===== config.mk =====
export PLATFORM = sky130hd
export DESIGN_NAME = flash_buf_prog
export DESIGN_NICKNAME = d
export VERILOG_FILES = /design/src/rtl/fp_pkg.sv /design/src/rtl/fp_size_words.sv /design/src/rtl/fp_chunk_calc.sv /design/src/rtl/fp_status_eval.sv /design/src/rtl/flash_buf_prog.sv
export SDC_FILE = /design/constraint.sdc
export NUM_CORES = 1
export LEC_CHECK = 0
export ABC_AREA = 0
export ABC_CLOCK_PERIOD_IN_PS = 4300
export BUFFER_PORTS_ARGS = -buffer_cell sky130_fd_sc_hd__buf_4
export CAP_MARGIN = 0
export CORE_UTILIZATION = 30
export CTS_BUF_LIST = sky130_fd_sc_hd__clkbuf_8
export CTS_CLUSTER_DIAMETER = 120
export DETAILED_ROUTE_END_ITERATION = 10
export SYNTH_ARGS = -nofsm -noshare
export SYNTH_HDL_FRONTEND = slang
export SYNTH_SLANG_ARGS = --single-unit

===== constraint.sdc =====
create_clock -name clk -period 4.3 [get_ports clk]
set_clock_uncertainty 0.1 [all_clocks]
set_input_delay 1.075 -clock clk [delete_from_list [all_inputs] [get_ports clk]]
set_output_delay 1.075 -clock clk [all_outputs]
set_load 0.05 [all_outputs]

===== src/rtl/fp_pkg.sv =====
package fp_pkg;

    typedef enum logic [3:0] {
        ST_IDLE      = 4'd0,
        ST_CLR_INIT  = 4'd1,
        ST_REQ_CMD   = 4'd2,
        ST_REQ_RSR   = 4'd3,
        ST_REQ_RD    = 4'd4,
        ST_GRANT_RD  = 4'd5,
        ST_COUNT     = 4'd6,
        ST_DATA      = 4'd7,
        ST_CONFIRM   = 4'd8,
        ST_POLL      = 4'd9,
        ST_FIN_CLR   = 4'd10,
        ST_FIN_ARRAY = 4'd11
    } fp_state_e;

    localparam logic [31:0] FP_CMD_CLEAR  = 32'h0050_0050;
    localparam logic [31:0] FP_CMD_BUFREQ = 32'h00E8_00E8;
    localparam logic [31:0] FP_CMD_STATUS = 32'h0070_0070;
    localparam logic [31:0] FP_CMD_GO     = 32'h00D0_00D0;
    localparam logic [31:0] FP_CMD_ARRAY  = 32'h00FF_00FF;
    localparam logic [31:0] FP_MASK_RDY   = 32'h0080_0080;
    localparam logic [31:0] FP_MASK_FAIL  = 32'h0030_0030;

endpackage


===== src/rtl/fp_size_words.sv =====
module fp_size_words #(
    parameter int SW        = 16,
    parameter int WIN_BYTES = 64
) (
    input  logic [SW-1:0] size_bytes,
    output logic [SW-2:0] words
);
    localparam int WIN_LG = $clog2(WIN_BYTES);

    logic [SW:0] padded;
    logic [SW:0] blocks;

    // round up to whole windows, then express in 32-bit words
    assign padded = {1'b0, size_bytes} + (SW+1)'(WIN_BYTES - 1);
    assign blocks = padded >> WIN_LG;
    assign words  = (SW-1)'(blocks << (WIN_LG - 2));
endmodule


===== src/rtl/fp_chunk_calc.sv =====
module fp_chunk_calc #(
    parameter int RW        = 15,
    parameter int WIN_BYTES = 64,
    parameter int OW        = $clog2(WIN_BYTES / 4),
    parameter int CW        = $clog2(WIN_BYTES / 4) + 1
) (
    input  logic [OW-1:0] win_off,
    input  logic [RW-1:0] rem_words,
    output logic [CW-1:0] chunk_words
);
    localparam int WW = WIN_BYTES / 4;

    logic [CW-1:0] room;

    // words left before the current window ends
    assign room        = CW'(WW) - CW'(win_off);
    assign chunk_words = (rem_words < RW'(room)) ? CW'(rem_words) : room;
endmodule


===== src/rtl/fp_status_eval.sv =====
module fp_status_eval
    import fp_pkg::*;
(
    input  logic [31:0] rdata,
    output logic        ready,
    output logic        fail
);
    assign ready = (rdata & FP_MASK_RDY) == FP_MASK_RDY;
    assign fail  = |(rdata & FP_MASK_FAIL);
endmodule


===== src/rtl/flash_buf_prog.sv =====
module flash_buf_prog
    import fp_pkg::*;
#(
    parameter int AW        = 32,
    parameter int SW        = 16,
    parameter int POLL_MAX  = 1024,
    parameter int WIN_BYTES = 64
) (
    input  logic          clk,
    input  logic          rst_n,
    input  logic          start,
    input  logic [AW-1:0] start_addr,
    input  logic [SW-1:0] byte_size,
    input  logic [31:0]   in_data,
    input  logic          in_valid,
    output logic          in_ready,
    output logic          bus_req,
    output logic          bus_we,
    output logic [AW-1:0] bus_addr,
    output logic [31:0]   bus_wdata,
    input  logic          bus_ack,
    input  logic [31:0]   bus_rdata,
    output logic          done,
    output logic          error,
    output logic          timeout,
    output logic [AW-1:0] err_offset
);
    localparam int RW    = SW - 1;
    localparam int WW    = WIN_BYTES / 4;
    localparam int OFF_W = $clog2(WW);
    localparam int CW    = OFF_W + 1;
    localparam int PW    = (POLL_MAX > 2) ? $clog2(POLL_MAX) : 1;

    typedef struct packed {
        fp_state_e     st;
        logic          req;
        logic          we;
        logic [31:0]   wdata;
        logic [AW-1:0] cur;
        logic [AW-1:0] base;
        logic [RW-1:0] rem;
        logic [CW-1:0] chunk;
        logic [CW-1:0] left;
        logic [PW-1:0] polls;
        logic          done;
        logic          err;
        logic          tmo;
        logic [AW-1:0] eoff;
    } regs_t;

    regs_t q, d;

    logic [RW-1:0] size_words;
    logic [CW-1:0] chunk_words;
    logic [15:0]   cnt_m1;
    logic          st_ready;
    logic          st_fail;
    logic          adv;
    logic          at_limit;
    logic [AW-1:0] off_now;

    fp_size_words #(.SW(SW), .WIN_BYTES(WIN_BYTES)) u_size (
        .size_bytes (byte_size),
        .words      (size_words)
    );

    fp_chunk_calc #(.RW(RW), .WIN_BYTES(WIN_BYTES), .OW(OFF_W), .CW(CW)) u_chunk (
        .win_off     (q.cur[OFF_W+1:2]),
        .rem_words   (q.rem),
        .chunk_words (chunk_words)
    );

    fp_status_eval u_stat (
        .rdata (bus_rdata),
        .ready (st_ready),
        .fail  (st_fail)
    );

    assign cnt_m1   = 16'(chunk_words) - 16'd1;
    assign at_limit = (q.polls == PW'(POLL_MAX - 1));
    assign off_now  = q.cur - q.base + AW'(1);

    always_comb begin
        d        = q;
        d.done   = 1'b0;
        in_ready = 1'b0;
        adv      = 1'b0;
        case (q.st)
            ST_IDLE: begin
                if (start) begin
                    d.cur  = start_addr;
                    d.base = start_addr;
                    d.rem  = size_words;
                    d.err  = 1'b0;
                    d.tmo  = 1'b0;
                    d.eoff = '0;
                    d.st   = ST_CLR_INIT;
                    adv    = 1'b1;
                end
            end
            ST_DATA: begin
                if (!q.req) begin
                    if (in_valid) begin
                        in_ready = 1'b1;
                        d.req    = 1'b1;
                        d.we     = 1'b1;
                        d.wdata  = in_data;
                    end
                end else if (bus_ack) begin
                    d.req  = 1'b0;
                    d.cur  = q.cur + AW'(4);
                    d.left = q.left - CW'(1);
                    if (q.left == CW'(1)) begin
                        d.st = ST_CONFIRM;
                        adv  = 1'b1;
                    end
                end
            end
            default: begin
                if (q.req && bus_ack) begin
                    adv = 1'b1;
                    case (q.st)
                        ST_CLR_INIT: begin
                            d.polls = '0;
                            d.st    = (q.rem == '0) ? ST_FIN_CLR : ST_REQ_CMD;
                        end
                        ST_REQ_CMD: d.st = ST_REQ_RSR;
                        ST_REQ_RSR: d.st = ST_REQ_RD;
                        ST_REQ_RD: begin
                            if (st_ready) begin
                                d.st = ST_GRANT_RD;
                            end else if (at_limit) begin
                                d.tmo  = 1'b1;
                                d.err  = 1'b1;
                                d.eoff = off_now;
                                d.st   = ST_FIN_CLR;
                            end else begin
                                d.polls = q.polls + PW'(1);
                                d.st    = ST_REQ_CMD;
                            end
                        end
                        ST_GRANT_RD: begin
                            d.chunk = chunk_words;
                            d.left  = chunk_words;
                            d.st    = ST_COUNT;
                        end
                        ST_COUNT: d.st = ST_DATA;
                        ST_CONFIRM: begin
                            d.polls = '0;
                            d.st    = ST_POLL;
                        end
                        ST_POLL: begin
                            if (st_ready) begin
                                d.polls = '0;
                                if (st_fail) begin
                                    d.err  = 1'b1;
                                    d.eoff = off_now;
                                    d.st   = ST_FIN_CLR;
                                end else begin
                                    d.rem = q.rem - RW'(q.chunk);
                                    d.st  = (q.rem == RW'(q.chunk)) ? ST_FIN_CLR : ST_REQ_CMD;
                                end
                            end else if (at_limit) begin
                                d.tmo  = 1'b1;
                                d.err  = 1'b1;
                                d.eoff = off_now;
                                d.st   = ST_FIN_CLR;
                            end else begin
                                d.polls = q.polls + PW'(1);
                                d.st    = ST_POLL;
                            end
                        end
                        ST_FIN_CLR: d.st = ST_FIN_ARRAY;
                        ST_FIN_ARRAY: begin
                            d.done = 1'b1;
                            d.st   = ST_IDLE;
                        end
                        default: d.st = ST_IDLE;
                    endcase
                end
            end
        endcase

        // launch the access that belongs to the state being entered
        if (adv) begin
            d.req   = 1'b1;
            d.we    = 1'b1;
            d.wdata = '0;
            case (d.st)
                ST_CLR_INIT, ST_FIN_CLR:          d.wdata = FP_CMD_CLEAR;
                ST_REQ_CMD:                       d.wdata = FP_CMD_BUFREQ;
                ST_REQ_RSR:                       d.wdata = FP_CMD_STATUS;
                ST_REQ_RD, ST_GRANT_RD, ST_POLL:  d.we    = 1'b0;
                ST_COUNT:                         d.wdata = {cnt_m1, cnt_m1};
                ST_CONFIRM:                       d.wdata = FP_CMD_GO;
                ST_FIN_ARRAY:                     d.wdata = FP_CMD_ARRAY;
                default: begin
                    d.req = 1'b0;
                    d.we  = 1'b0;
                end
            endcase
        end
    end

    always_ff @(posedge clk or negedge rst_n) begin
        if (!rst_n) q <= '0;
        else        q <= d;
    end

    assign bus_req    = q.req;
    assign bus_we     = q.we;
    assign bus_addr   = q.cur;
    assign bus_wdata  = q.wdata;
    assign done       = q.done;
    assign error      = q.err;
    assign timeout    = q.tmo;
    assign err_offset = q.eoff;
endmodule


After elaboration in Yosys (flattened, before gate mapping). Cells that the tools add are included.

Add/subtract/negate cells: 9. Magnitude comparators: 1. Eq/ne operators: 34. Mux-type cells: 61. Bitwise logic cells: 3. Reductions and logical operators: 28.

Operator list (number): 34-bit 2-to-1 mux (6); 32-bit case mux with 6 select lines (1); 34-bit case mux with 2 select lines (2); 32-bit 2-to-1 mux (4); 79-bit 2-to-1 mux (1); 70-bit 2-to-1 mux (1); 32-bit case mux with 2 select lines (1); 15-bit 2-to-1 mux (3); 10-bit 2-to-1 mux (4); 4-bit 2-to-1 mux (10); 4-bit case mux with 9 select lines (1); 33-bit 2-to-1 mux (1); 32-bit by 1-bit adder with 32-bit output (second input constant) (1); 32-bit by 3-bit adder with 32-bit output (second input constant) (1); 4-bit == test (second input constant) (8); 32-bit subtractor (1); 10-bit case mux with 3 select lines (1); 15-bit case mux with 2 select lines (1); 4-bit by 3-bit == test with 1-bit output (second input constant) (7); 5-bit 2-to-1 mux (4); 6-bit AND reduction (3); 16-bit by 6-bit adder with 17-bit output (second input constant) (1); 4-bit by 2-bit == test with 1-bit output (second input constant) (4); 1-bit 2-to-1 mux (16); 33 further kinds (53).

Register bits after elaboration: 172. Input port bits: 117. Output and inout port bits: 102.

Logic depth before layout (Yosys ltp).
Depth after elaboration: 11. Gate-level depth with buffers: 14.

Hierarchy. From an unflattened synthesis, not the netlist that was laid out.

Cells, all modules: 1404. Area total of the unflattened synthesis: 11791.3 um^2.

By module, submodules not included: flash_buf_prog (times used 1, cells each 1340, area each 11282.1 um^2); fp_chunk_calc (times used 1, cells each 31, area each 256.5 um^2); fp_size_words (times used 1, cells each 31, area each 239.0 um^2); fp_status_eval (times used 1, cells each 2, area each 13.8 um^2).

Worst setup path after synthesis. OpenSTA, ideal clock, no wires.

Path kind: in2reg. Start point: in bus_rdata[5]. End point: reg q, in the netlist bus_wdata[29]. Data arrival time: 3.332 ns. Data required time: 4.137 ns. Setup slack: 0.804 ns. Cell stages on the path: 10. Buffers on the path: 1. Cells stage by stage: or4_4 -> nor2_2 -> o21ai_1 -> a221o_1 -> nor2_4 -> inv_4 -> a221oi_4 -> nor4b_4 -> buf_6 -> o22a_2.

RTL lines: start: declaration (RTL line flash_buf_prog.sv:22) `input logic [31:0] bus_rdata,`; end signal: assignment (RTL line flash_buf_prog.sv:206) `if (!rst_n) q <= '0;`; end signal: assignment (RTL line flash_buf_prog.sv:207) `else q <= d;`; end: declaration (RTL line flash_buf_prog.sv:51) `regs_t q, d;`.

Final worst setup path.
Start point: reg q, in the netlist bus_addr[1]. End point: reg q, in the netlist err_offset[31].

Cells in the longest elaborated chain, start to end: 7.

RTL lines: 32-bit subtractor (*) (RTL line flash_buf_prog.sv:81) `assign off_now = q.cur - q.base + AW'(1);`; 32-bit by 1-bit adder with 32-bit output (*) (RTL line flash_buf_prog.sv:81); 34-bit 2-to-1 mux / 32-bit 2-to-1 mux (equally long branches) (RTL line flash_buf_prog.sv:132, flash_buf_prog.sv:163, flash_buf_prog.sv:155); 32-bit 2-to-1 mux / 34-bit 2-to-1 mux (equally long branches) (RTL line flash_buf_prog.sv:153, flash_buf_prog.sv:130); 34-bit case mux with 2 select lines (*) (RTL line flash_buf_prog.sv:122) `case (q.st)`; 70-bit 2-to-1 mux (*) (RTL line flash_buf_prog.sv:120) `if (q.req && bus_ack) begin`; 34-bit case mux with 2 select lines (*) (RTL line flash_buf_prog.sv:88) `case (q.st)`.

Every way passes the cells marked *; elsewhere a longest branch is shown, timed or not. The select of a mux whose other input is x is not followed. A chain may end at the register's enable or synchronous reset.

==> impl_metrics.ini <==
[cts]
clock_tree.root_cell = sky130_fd_sc_hd__clkbuf_8
cts_inserted_buffers = 17
cts_setup_buffers = 0
post_cts_hold_buffer_count = 0
clk_transition_reported_paths_ps = 100
cts.sink_count = 172
tritoncts = done
clock_path_buffers = 2
htree_levels = 4
clock_insertion_delay_worst_skew_ps = 500
ctsResizeCount = 0

[drt]
detailed_router_iteration_count_before_antenna_repair = 5
route.vias.total = 10200
detail_route.wirelength_mm = 34.1
detail_route.iter0.violations = 686
detail-route-antenna-nets = 0
wl_per_cell_um = 17.0
drt_drc_violations_left = 0
routed_via_density = 5.11

[critical_path]
worst_ep_arrival_time_ps = 4220
reg2reg_from = bus_addr[1]
crit_type = reg -> reg
worst-path-max-fanout = 3
crit_path_end_kind = flop
worstPathRequired_ps = 4590
timing.reg2reg.worst_path_depth = 13
startpoint = bus_addr[1]
setup.worst_path.start_class = flop
worst-r2r-setup-slack_ps = 360

[timing]
finalWorstPathRequiredPeriod_ps = 3940
finalSetupViolations = 0
fin_setup_tns_ps = 0
slew_margin_rel = 0.319
final_min_period_over_clock_period = 0.915
timing.final.max_slew_violations = 0
grt_setup_unrepaired = no
setup_ws_ps = 364
final-hold-violation-count = 0
achievable-frequency_mhz = 254
worst_slew_pin_slew_ps = 1010

[pwr]
swShare = 0.235
vdd_drop_max_v = 0.000187
powerDensity_nw_per_um2 = 227
internal-power_mw = 2.38
leakage_power_figure_nw = 6.64
seq_power_share = 0.521
switchingPower_mw = 0.729
pwr-share-comb = 0.046
pwr-share-clk = 0.434

[final_layout]
flow.area_growth_from_synthesis_pct = 14.6
area.sequential_sq_um = 4300
antenna_cells = 0
num-fill-cells = 4080
finalInstanceArea_sq_um = 13700
layout.nets = 1667
fin_util = 0.351
fin_cells = 2003
final_layout_size_suffix_gt1_frac = 0.195
multi_input_comb_area_sq_um = 6350

[place]
finalWeightedCongestion = 0.886
post-place-cells = 1972
port-buffer-count = 192
dp_worst_setup_slack_ps = 409
place_hpwl_mm = 24.9
postPlaceCellArea_sq_um = 13200

[synth]
synth_area_leader_cell = sky130_fd_sc_hd__dfrtp_1
gate_count_of_the_mapped_netlist = 1398
ys_ff_latch = 172
ys.warnings.count = 0
syn_area_per_cell_sq_um = 8.54
synth_largest_type_area_fraction = 0.361
postSynth.topFlopCell = sky130_fd_sc_hd__dfrtp_1
synth-edff-count = 0
synth.area.top_cells = sky130_fd_sc_hd__dfrtp_1 (36%), sky130_fd_sc_hd__ha_1 (7.9%), sky130_fd_sc_hd__buf_4 (6.4%)
synthesis.nets = 1592
synth.cell_area_sq_um = 11900
most_common_cell_in_the_synthesized_netlist = sky130_fd_sc_hd__dfrtp_1
synth-async-reset-ratio = 1.00
synth.yosys.seq_area_share = 0.361
synth_top_cells_by_count = sky130_fd_sc_hd__dfrtp_1 (172), sky130_fd_sc_hd__nor2_1 (136), sky130_fd_sc_hd__o21ai_0 (128)
synth_cell_type_count = 88

[global_routing]
grt_usage = 0.170
number_of_global_route_vias_before_repair = 9885
globalRoute.totalOverflow = 0
antenna_found_initial = 0
wire_length_of_the_first_global_routing_pass_mm = 54.6
grt_max_degree = 80

[floorplan]
coreArea_sq_um = 38900
floorplan.initialDensity = 0.307
std_cell_rows = 72
die-area_sq_um = 40600
dieWidth_um = 201
die_h_um = 201
boundaryPins = 219

[hold_path]
hold_path.startpoint = q[69]
holdCritPathClass = reg -> reg
timing.hold.worst_path_depth = 2

[status]
result_of_the_run = finished, final reports clean

[run]
cap_viol_max_count = 0
## cells by family after synthesis
logic type	count (synthesis)	share of synthesized area
AOI/OAI and AO/OA	416	0.222
muxes	22	0.0186
DFF	172	0.361
adders and majority gates	78	0.0829
buffers and inverters	232	0.108
xor gates and xnor gates	53	0.0389
and+or+nand+nor	425	0.170
## power by group through the flow
stage	Combinational, mW	Sequential (mW)	Clock (mW)
after global placement	0.145	1.65	0
after global routing	0.160	1.62	1.45
after floorplan	0.0226	1.65	0
after CTS	0.148	1.62	1.40
final	0.142	1.62	1.35
after detailed placement	0.147	1.65	0
## metal layers
| metal | vias up | wire length (um) | track usage |
|---|---|---|---|
| li1 | 5027 | - | - |
| met1 | 4913 | 16200 | 0.231 |
| met2 | 257 | 15600 | 0.267 |
| met3 | 39 | 1550 | 0.0317 |
| met4 | 0 | 723 | 0.0609 |
| met5 | - | 0 | 0 |
## metrics by stage
stage	hold slack (ps)	total power, mW
finish	391	3.10
global route	403	3.23
detailed placement	375	1.80
global placement	364	1.79
CTS	397	3.16
floorplan	350	1.67
## worst max-delay path, cell delays in order (launching register included)
cell                        delay, ps
sky130_fd_sc_hd__dfrtp_1          380
sky130_fd_sc_hd__inv_1             70
sky130_fd_sc_hd__ha_1             270
sky130_fd_sc_hd__inv_1             40
sky130_fd_sc_hd__ha_1             250
sky130_fd_sc_hd__fa_1             420
sky130_fd_sc_hd__a21oi_1          260
sky130_fd_sc_hd__a2bb2oi_1        300
sky130_fd_sc_hd__o211ai_1         270
sky130_fd_sc_hd__nand2_1          130
sky130_fd_sc_hd__o311ai_0         270
sky130_fd_sc_hd__o41ai_1          640
sky130_fd_sc_hd__mux2i_1          140
sky130_fd_sc_hd__a221o_1          270
## cell usage in the layout, fill, tap and decap left out, drive strengths merged, types with 5 or more instances in the layout
cell,netlist,layout
a211oi,8,8
a21o,20,20
a21oi,121,121
a221o,5,5
a221oi,6,6
a31oi,20,20
a32oi,7,7
and2,10,10
and3,20,20
buf,113,219
clkbuf,50,21
dfrtp,172,172
ha,75,75
inv,68,70
mux2i,21,21
nand2,121,121
nand2b,9,9
nand3,32,32
nand4,13,13
nor2,138,138
nor2b,5,5
nor3,34,34
nor4,10,10
o211ai,6,6
o21a,11,11
o21ai,130,130
o21bai,8,8
o22a,19,19
o22ai,5,5
o31ai,7,7
or2,7,7
xnor2,24,24
xor2,29,29
## state kept, by name, summed over array words and instances (netlist names)
signal	flops
bus_addr	32
bus_wdata	32
err_offset	32
bus_req	1
done	1
q	71
timeout	1
bus_we	1
error	1
## path summary, 6_finish.rpt
check	to
min in group asynchronous	q[35]
setup reg to reg	err_offset[31]
max in group asynchronous	q[95]
setup / recovery	err_offset[31]
hold reg to reg	q[69]
hold / removal	q[69]
## cell type report
cell class	count	area share
multi-input combinational	994	0.464
sequential	172	0.315
timing repair buffer	219	0.121
tap	518	0.0474
clock buffer	21	0.0211
inverter	69	0.0191
clock inverter	10	0.0119
(Power assumes the default switching activity.)
